--- config.mk ---
export PLATFORM = sky130hd
export DESIGN_NAME = event_stamp_array
export DESIGN_NICKNAME = d
export VERILOG_FILES = /design/src/rtl/esa_pkg.sv /design/src/rtl/esa_stamp_counter.sv /design/src/rtl/esa_pixel_cell.sv /design/src/rtl/esa_readout.sv /design/src/rtl/event_stamp_array.sv
export SDC_FILE = /design/constraint.sdc
export NUM_CORES = 1
export LEC_CHECK = 0
export BUFFER_PORTS_ARGS = -buffer_cell sky130_fd_sc_hd__buf_2
export CAP_MARGIN = 20
export CORE_AREA = 2 2 95 97
export DETAILED_ROUTE_END_ITERATION = 8
export DIE_AREA = 0 0 97 99
export PLACE_DENSITY = 0.86
export SYNTH_ARGS = -nofsm -noshare
export SYNTH_HDL_FRONTEND = slang
export SYNTH_SLANG_ARGS = --single-unit
--- constraint.sdc ---
create_clock -name clk_i -period 2.1 [get_ports clk_i]
set_input_delay 0.525 -clock clk_i [delete_from_list [all_inputs] [get_ports clk_i]]
set_output_delay 0.525 -clock clk_i [all_outputs]
set_load 0.01 [all_outputs]
--- src/rtl/esa_pkg.sv ---
`timescale 1ns/1ps
package esa_pkg;
  localparam int unsigned CODE_W = 4;

  typedef logic [CODE_W-1:0] code_t;

  function automatic code_t bin_to_gray(code_t b);
    return b ^ (b >> 1);
  endfunction

  function automatic code_t gray_to_bin(code_t g);
    code_t b;
    b[CODE_W-1] = g[CODE_W-1];
    for (int i = int'(CODE_W) - 2; i >= 0; i--) b[i] = b[i+1] ^ g[i];
    return b;
  endfunction
endpackage

--- src/rtl/esa_stamp_counter.sv ---
`timescale 1ns/1ps
module esa_stamp_counter
  import esa_pkg::*;
(
  input  logic  clk_i,
  input  logic  rst_ni,
  input  logic  start_i,
  output logic  busy_o,
  output code_t stamp_o
);
  code_t bin_q;
  logic  busy_q;

  // one turn, then hold the last count until the next start
  always_ff @(posedge clk_i or negedge rst_ni) begin
    if (!rst_ni) begin
      busy_q <= 1'b0;
      bin_q  <= '0;
    end else if (busy_q) begin
      if (bin_q == '1) busy_q <= 1'b0;
      else             bin_q  <= bin_q + 1'b1;
    end else if (start_i) begin
      busy_q <= 1'b1;
      bin_q  <= '0;
    end
  end

  assign busy_o  = busy_q;
  assign stamp_o = bin_to_gray(bin_q);


  stamp_step_chk: assert property (@(posedge clk_i) disable iff (!rst_ni)
    busy_q && $past(busy_q) |-> $countones(stamp_o ^ $past(stamp_o)) == 1);


  stamp_start_chk: assert property (@(posedge clk_i) disable iff (!rst_ni)
    $rose(busy_q) |-> stamp_o == '0);
endmodule

--- src/rtl/esa_pixel_cell.sv ---
`timescale 1ns/1ps
module esa_pixel_cell
  import esa_pkg::*;
(
  input  logic  clk_i,
  input  logic  rst_ni,
  input  logic  clr_i,
  input  code_t dflt_i,
  input  logic  arm_i,
  input  logic  det_i,
  input  code_t stamp_i,
  output code_t code_o,
  output logic  fired_o
);
  code_t code_q;
  logic  fired_q;
  logic  det_q;
  logic  take;

  assign take = arm_i & det_i & ~det_q & ~fired_q;

  always_ff @(posedge clk_i or negedge rst_ni) begin
    if (!rst_ni) det_q <= 1'b0;
    else         det_q <= det_i;
  end

  always_ff @(posedge clk_i or negedge rst_ni) begin
    if (!rst_ni) begin
      code_q  <= '0;
      fired_q <= 1'b0;
    end else if (clr_i) begin
      code_q  <= dflt_i;
      fired_q <= 1'b0;
    end else if (take) begin
      code_q  <= stamp_i;
      fired_q <= 1'b1;
    end
  end

  assign code_o  = code_q;
  assign fired_o = fired_q;


  first_only_chk: assert property (@(posedge clk_i) disable iff (!rst_ni)
    fired_q && !clr_i |=> $stable(code_q));


  armed_only_chk: assert property (@(posedge clk_i) disable iff (!rst_ni)
    !arm_i |=> !$rose(fired_q));
endmodule

--- src/rtl/esa_readout.sv ---
`timescale 1ns/1ps
module esa_readout
  import esa_pkg::*;
#(
  parameter int unsigned NUM_PIX = 16,
  parameter int unsigned ADDR_W  = 4
) (
  input  logic                   clk_i,
  input  logic                   rst_ni,
  input  logic [ADDR_W-1:0]      addr_i,
  input  code_t [NUM_PIX-1:0]    codes_i,
  input  logic  [NUM_PIX-1:0]    fired_i,
  output code_t                  code_o,
  output code_t                  bin_o,
  output code_t                  grey_o,
  output logic                   fired_o
);
  code_t code_q;
  logic  fired_q;
  code_t bin_w;

  always_ff @(posedge clk_i or negedge rst_ni) begin
    if (!rst_ni) begin
      code_q  <= '0;
      fired_q <= 1'b0;
    end else begin
      code_q  <= codes_i[addr_i];
      fired_q <= fired_i[addr_i];
    end
  end

  // one converter after the mux
  assign bin_w   = gray_to_bin(code_q);
  assign code_o  = code_q;
  assign bin_o   = bin_w;
  assign fired_o = fired_q;
  assign grey_o  = fired_q ? ~bin_w : code_q;


  bin_inverse_chk: assert property (@(posedge clk_i) disable iff (!rst_ni)
    (bin_o ^ (bin_o >> 1)) == code_o);
endmodule

--- src/rtl/event_stamp_array.sv ---
`timescale 1ns/1ps
module event_stamp_array
  import esa_pkg::*;
#(
  parameter int unsigned NUM_PIX = 16,
  localparam int unsigned ADDR_W = $clog2(NUM_PIX)
) (
  input  logic                 clk_i,
  input  logic                 rst_ni,
  input  logic                 init_i,
  input  logic [CODE_W-1:0]    dflt_i,
  input  logic                 acq_start_i,
  input  logic                 rw_en_i,
  input  logic [NUM_PIX-1:0]   detect_i,
  input  logic [ADDR_W-1:0]    rd_addr_i,
  output logic                 acq_busy_o,
  output logic [CODE_W-1:0]    stamp_o,
  output logic [CODE_W-1:0]    rd_code_o,
  output logic [CODE_W-1:0]    rd_bin_o,
  output logic [CODE_W-1:0]    rd_grey_o,
  output logic                 rd_fired_o
);
  logic                busy;
  code_t               stamp;
  logic                clr;
  logic [NUM_PIX-1:0]  det_mask;
  logic [NUM_PIX-1:0]  fired_vec;
  code_t [NUM_PIX-1:0] code_vec;

  assign clr      = init_i & ~busy;
  assign det_mask = detect_i & {NUM_PIX{~rw_en_i}};

  esa_stamp_counter u_cnt (
    .clk_i   (clk_i),
    .rst_ni  (rst_ni),
    .start_i (acq_start_i),
    .busy_o  (busy),
    .stamp_o (stamp)
  );

  for (genvar p = 0; p < NUM_PIX; p++) begin : g_pix
    esa_pixel_cell u_cell (
      .clk_i   (clk_i),
      .rst_ni  (rst_ni),
      .clr_i   (clr),
      .dflt_i  (dflt_i),
      .arm_i   (busy),
      .det_i   (det_mask[p]),
      .stamp_i (stamp),
      .code_o  (code_vec[p]),
      .fired_o (fired_vec[p])
    );
  end

  esa_readout #(.NUM_PIX(NUM_PIX), .ADDR_W(ADDR_W)) u_rd (
    .clk_i   (clk_i),
    .rst_ni  (rst_ni),
    .addr_i  (rd_addr_i),
    .codes_i (code_vec),
    .fired_i (fired_vec),
    .code_o  (rd_code_o),
    .bin_o   (rd_bin_o),
    .grey_o  (rd_grey_o),
    .fired_o (rd_fired_o)
  );

  assign acq_busy_o = busy;
  assign stamp_o    = stamp;


  rw_mask_chk: assert property (@(posedge clk_i) disable iff (!rst_ni)
    rw_en_i |=> (fired_vec & ~$past(fired_vec)) == '0);


  busy_init_chk: assert property (@(posedge clk_i) disable iff (!rst_ni)
    busy && init_i |=> (fired_vec & $past(fired_vec)) == $past(fired_vec));
endmodule

After elaboration in Yosys (flattened, before gate mapping)
Index checks and enable logic that the tools add are counted.
- $add $sub $neg: 1
- $lt $le $gt $ge: 1
- eq/ne operators: 2
- mux-type cells: 75
- bitwise operators: 89
- reduce and logical (&&, ||, !) cells: 18
- operators by type and width (cell ; count):
    $mux W4 ; 37
    $and A1 B1 Y1 ; 49
    $mux W1 ; 36
    $not A1 Y1 ; 34
    $reduce_bool A2 Y1 ; 17
    $and A16 B16 Y16 ; 1
    $bmux W4 S4 ; 1
    $lt A4 B5 Y1 const B ; 1
    $add A4 B1 Y4 const B ; 1
    $bmux W1 S4 ; 1
    $eq A4 B4 Y1 const B ; 1
    $not A4 Y4 ; 1
    $xor A4 B3 Y4 ; 1
    $xor A1 B1 Y1 ; 3
    $ne A2 B2 Y1 const B ; 1
    $reduce_and A2 Y1 ; 1
- flip-flop bits (word level): 106
- input port bits: 29
- output and inout port bits: 18
- word-level logic and storage cells: 238

Depth between registers and ports, before layout
- depth in word-level cells: 7
- depth in mapped cells: 6
- depth with buffers taken out: 5

Modules after synthesis
Synthesis repeated with hierarchy kept, for this count alone.
- cells, all modules: 413
- area total of the unflattened synthesis: 5595.4 sq um
- by module, submodules not included (module ; instances ; cells an instance ; area an instance (sq um)):
    esa_pixel_cell ; 16 ; 19 ; 270.3
    esa_readout ; 1 ; 64 ; 827.0
    esa_stamp_counter ; 1 ; 27 ; 294.0
    event_stamp_array ; 1 ; 18 ; 150.1

Least setup slack after synthesis
No wires, ideal clock.
- path type: reg-to-output
- start: register u_rd.code_q[3] (netlist: u_rd.code_o[3])
- end: output rd_grey_o[0]
- data arrival time: 1.354 ns
- required time: 1.575 ns
- slack: 0.221 ns
- stages on the path, launching flop included: 5
- path through: dfrtp_1 > xor2_1 > xnor2_1 > nand2_1 > xnor2_1
- word-level cells in the longest chain between the ends: 5
- RTL lines (item ; line ; RTL):
    start: declaration ; esa_readout.sv:18 ; code_t code_q;
    start signal: assignment ; esa_readout.sv:27 ; code_q <= codes_i[addr_i];
    $xor A1 B1 Y1 ; esa_pkg.sv:14 ; for (int i = int'(CODE_W) - 2; i >= 0; i--) b[i] = b[i+1] ^ g[i];
    named net rd_bin_o[2] ; event_stamp_array.sv:19 ; output logic [CODE_W-1:0] rd_bin_o,
    $xor A1 B1 Y1 (2 in a row) ; esa_pkg.sv:14 ;
    $not A4 Y4 ; esa_readout.sv:37 ; assign grey_o = fired_q ? ~bin_w : code_q;
    $mux W4 ; esa_readout.sv:37 ;
    end: declaration ; event_stamp_array.sv:20 ; output logic [CODE_W-1:0] rd_grey_o,
The timed path passes the listed nets, and every way through them passes these cells.

Worst setup path in the final report
- start: register u_rd.code_q[3] (netlist: u_rd.code_o[3])
- end: output rd_bin_o[0]
- word-level cells in the longest chain between the ends: 3
- RTL lines (item ; line):
    $xor A1 B1 Y1 (3 in a row) ; esa_pkg.sv:14
    end: declaration ; event_stamp_array.sv:19
Every way passes these cells.

==> flow_metrics.py <==
metrics = {
    "status": {
        "outcome": "finished, final reports clean",
    },
    "final_layout": {
        "fill_cells": 596,
        "instances_no_fill": 536,
        "diodes": 0,
        "final_cell_mix": "105 x dfrtp_1, 62 x mux2_2, 44 x buf_2, 30 x nand2_1, 29 x nor2b_1",
        "syn_to_final_growth_pct": 13.7,
        "layout-drive-gt1-share_pct": 42.5,
        "nets": 456,
        "mostFrequentLayoutCell": "dfrtp_1",
    },
    "logic_synthesis": {
        "synth_nets": 402,
        "synthCells": 370,
        "postSynthAreaPerCell_sq_um": 13.3,
        "yosysSeqAreaShare_pct": 53.9,
        "ys_seq_elements": 106,
        "synthDistinctLibCells": 31,
        "synth_area_sq_um": 4920,
        "ys_warn_count": 0,
    },
    "setup_path": {
        "r2r-end": "g_pix[12].u_cell.code_o[2]",
        "rr_worst_depth": 5,
        "cp-start-kind": "register",
        "rrSetupSlack_ns": 0.18,
        "cp.required_ns": 1.57,
        "worstPathMaxFanout": 2,
        "path_class": "register to output port",
        "endpoint_kind": "output port",
        "arrival_ns": 1.56,
        "r2r-start": "u_cnt.busy_o",
        "crit_path_start": "u_rd.code_o[3]",
        "crit_end": "rd_bin_o[0]",
    },
    "sta": {
        "fin_skew_ns": 0.00689,
        "slew_headroom_pct": 62.3,
        "worstMarginPinSlew_ns": 0.565,
        "finalCritPeriodShare_pct": 99.2,
        "hold_ws_ns": 0.137,
        "setup_viol": 0,
        "fmax_mhz": 480,
        "timing.final.max_slew_violations": 0,
        "min_period_ns": 2.08,
        "rsz0062_at_grt": "true",
        "final_hold_viol_count": 0,
        "fin_tns_setup_ns": 0,
    },
    "clock_tree": {
        "cts_sinks": 106,
        "cts_tree": "built",
        "cts.clk_slew.worst_paths_ns": 0.10,
        "cts_buffers": 9,
        "clock_latency_ns": 0.36,
        "hold_buffers": 0,
        "cts_root_buffer": "clkbuf_8",
        "cts.htree.levels": 3,
        "cts_buffer_depth": 2,
    },
    "pwr": {
        "p_leak_nw": 2.49,
        "switching_share_pct": 34.7,
        "combPwrFrac_pct": 42.0,
        "powerDensity_nw_per_um2": 1490,
        "power_switching_w": 0.00288,
        "clkPwrFrac_pct": 15.9,
        "intPower_w": 0.00543,
        "vdd_drop_max_mv": 0.690,
        "pwr-share-seq_pct": 42.1,
    },
    "detailed_routing": {
        "drt_first_pass_iters": 4,
        "num_vias": 3061,
        "detail-route-antenna-nets": 0,
        "vias_per_cell": 5.71,
        "drt_wl_total_mm": 9.49,
        "wl_per_cell_um": 17.7,
        "post-route-drc-count": 0,
        "drtIter0Drc": 145,
    },
    "flow_run": {
        "drv_cap": 0,
    },
    "place": {
        "hpwl_mm": 6.62,
        "gp_congestion": 0.843,
        "portBuffers": 46,
        "place_inst": 515,
    },
    "grt": {
        "grt_pass1_vias": 3227,
        "grt_pass1_wl_mm": 16.1,
        "track_usage_pct": 21.3,
        "overflow": 0,
        "antenna_found_initial": 0,
        "grt_max_degree": 42,
    },
    "die": {
        "dieArea_sq_um": 9600,
        "floorplan.initialDensity_pct": 57.6,
        "fp.dieW_um": 97,
        "rows": 34,
        "fp.coreArea_sq_um": 8550,
        "io_pins": 47,
        "die_h_um": 99,
    },
    "min_path": {
        "hold_class": "primary input to asynchronous set/reset pin",
    },
}
-- Yosys cell counts --
cell type | count | area (sq um)
nand2b_1 | 5 | 31.3
buf_2 | 7 | 35.0
clkbuf_1 | 2 | 7.51
clkbuf_2 | 4 | 20.0
o21ai_0 | 2 | 10.0
nand3b_4 | 2 | 40.0
nand3_1 | 11 | 55.1
a21oi_1 | 16 | 80.1
mux2_2 | 62 | 698
nor3b_1 | 1 | 7.51
o21ai_1 | 1 | 5.00
nor2b_1 | 29 | 181
nand3b_1 | 5 | 37.5
xor2_1 | 4 | 35.0
buf_1 | 1 | 3.75
o21ai_4 | 2 | 32.5
buf_4 | 4 | 30.0
inv_1 | 9 | 33.8
xnor2_1 | 6 | 52.6
nand2_1 | 30 | 113
buf_6 | 2 | 22.5
a22o_1 | 1 | 8.76
ha_1 | 3 | 37.5
a22oi_1 | 5 | 37.5
o21ai_2 | 13 | 114
a31oi_1 | 1 | 6.26
mux4_2 | 20 | 450
mux2_1 | 3 | 33.8
nor2_1 | 12 | 45.0
dfrtp_1 | 106 | 2650
a21o_1 | 1 | 7.51
-- power by group through the flow --
stage                     clock (W)  combinational (W)  sequential (W)
final                       0.00132            0.00349         0.00350
after global routing        0.00142            0.00380         0.00360
after CTS                   0.00135            0.00335         0.00349
after detailed placement          0            0.00321         0.00352
after global placement            0            0.00308         0.00345
after floorplan                   0            0.00242         0.00336
-- registers in the layout, summed over array words and instances (netlist names) --
signal                count
u_rd.fired_o              1
u_cnt.bin_q               4
g_pix.u_cell.det_q       16
u_rd.code_o               4
g_pix.u_cell.code_o      64
u_cnt.busy_o              1
g_pix.u_cell.fired_o     16
-- cell type report --
class                   count  area (sq um)  area share [%]
repair buffers             63           420            7.51
multi-input cells         235          2150            38.4
inverters                   9          33.8           0.603
flip-flops and latches    106          2650            47.4
well taps                 108           135            2.41
clock buffers              10           128            2.28
clock inverters             5          80.1            1.43
-- repair_timing --
| item | CTS | global route |
|---|---|---|
| buffers inserted | 4 | 2 |
| pin swaps | 3 | 2 |
| gates cloned | 0 | 0 |
| resized for setup | 3 | 6 |
| setup endpoints to repair | 2 | 4 |
-- per-layer routing --
metal | track usage (%) | vias up | wire (um) | share of wire [%]
met1 | 29.5 | 1552 | 4260 | 45
met2 | 33.2 | 86 | 4650 | 49
li1 | - | 1411 | - | -
met4 | 10.4 | 0 | 195 | 2.1
met5 | 0 | - | 0 | 0
met3 | 3.62 | 12 | 385 | 4.1
-- cells by family after synthesis --
group                    synth area share [%]
multiplexers                             24.0
AO/OA/AOI/OAI                            6.12
buffers and inverters                    3.10
flip-flops                               53.9
XOR/XNOR                                 1.78
AND/OR/NAND/NOR                          10.4
adder cells (fa/ha/maj)                 0.762
-- critical path, stage by stage, from the launching register on --
cell and delay, ns:
dfrtp_2 0.43, xor2_2 0.22, xnor2_2 0.15, buf_4 0.16, xnor2_2 0.10, buf_2 0.14
-- per-stage QoR --
stage | power [W] | cell area (sq um) | utilization, % | worst slack, ns
finish | 0.00832 | 5600 | 65.5 | 0.0163
global route | 0.00882 | 5600 | 65.5 | -0.0596
CTS | 0.00818 | 5560 | 65.0 | -0.0280
detailed placement | 0.00673 | 5310 | 62.1 | 0.186
global placement | 0.00653 | 5310 | 62.1 | 0.193
floorplan | 0.00578 | 4920 | - | 0.221
-- worst min path at each step --
stage	slack, ns	start	end	cells after the start
after floorplan	0.23	rst_ni	g_pix[0].u_cell.code_o[0]	0
after global placement	0.47	g_pix[12].u_cell.code_o[2]	g_pix[12].u_cell.code_o[2]	1
after detailed placement	0.49	g_pix[12].u_cell.code_o[1]	g_pix[12].u_cell.code_o[1]	1
after CTS	0.15	rst_ni	u_cnt.bin_q[1]	1
after global routing	0.17	rst_ni	u_cnt.bin_q[0]	1
final	0.14	rst_ni	u_cnt.bin_q[0]	1
Power figures use the tool's default switching activity.
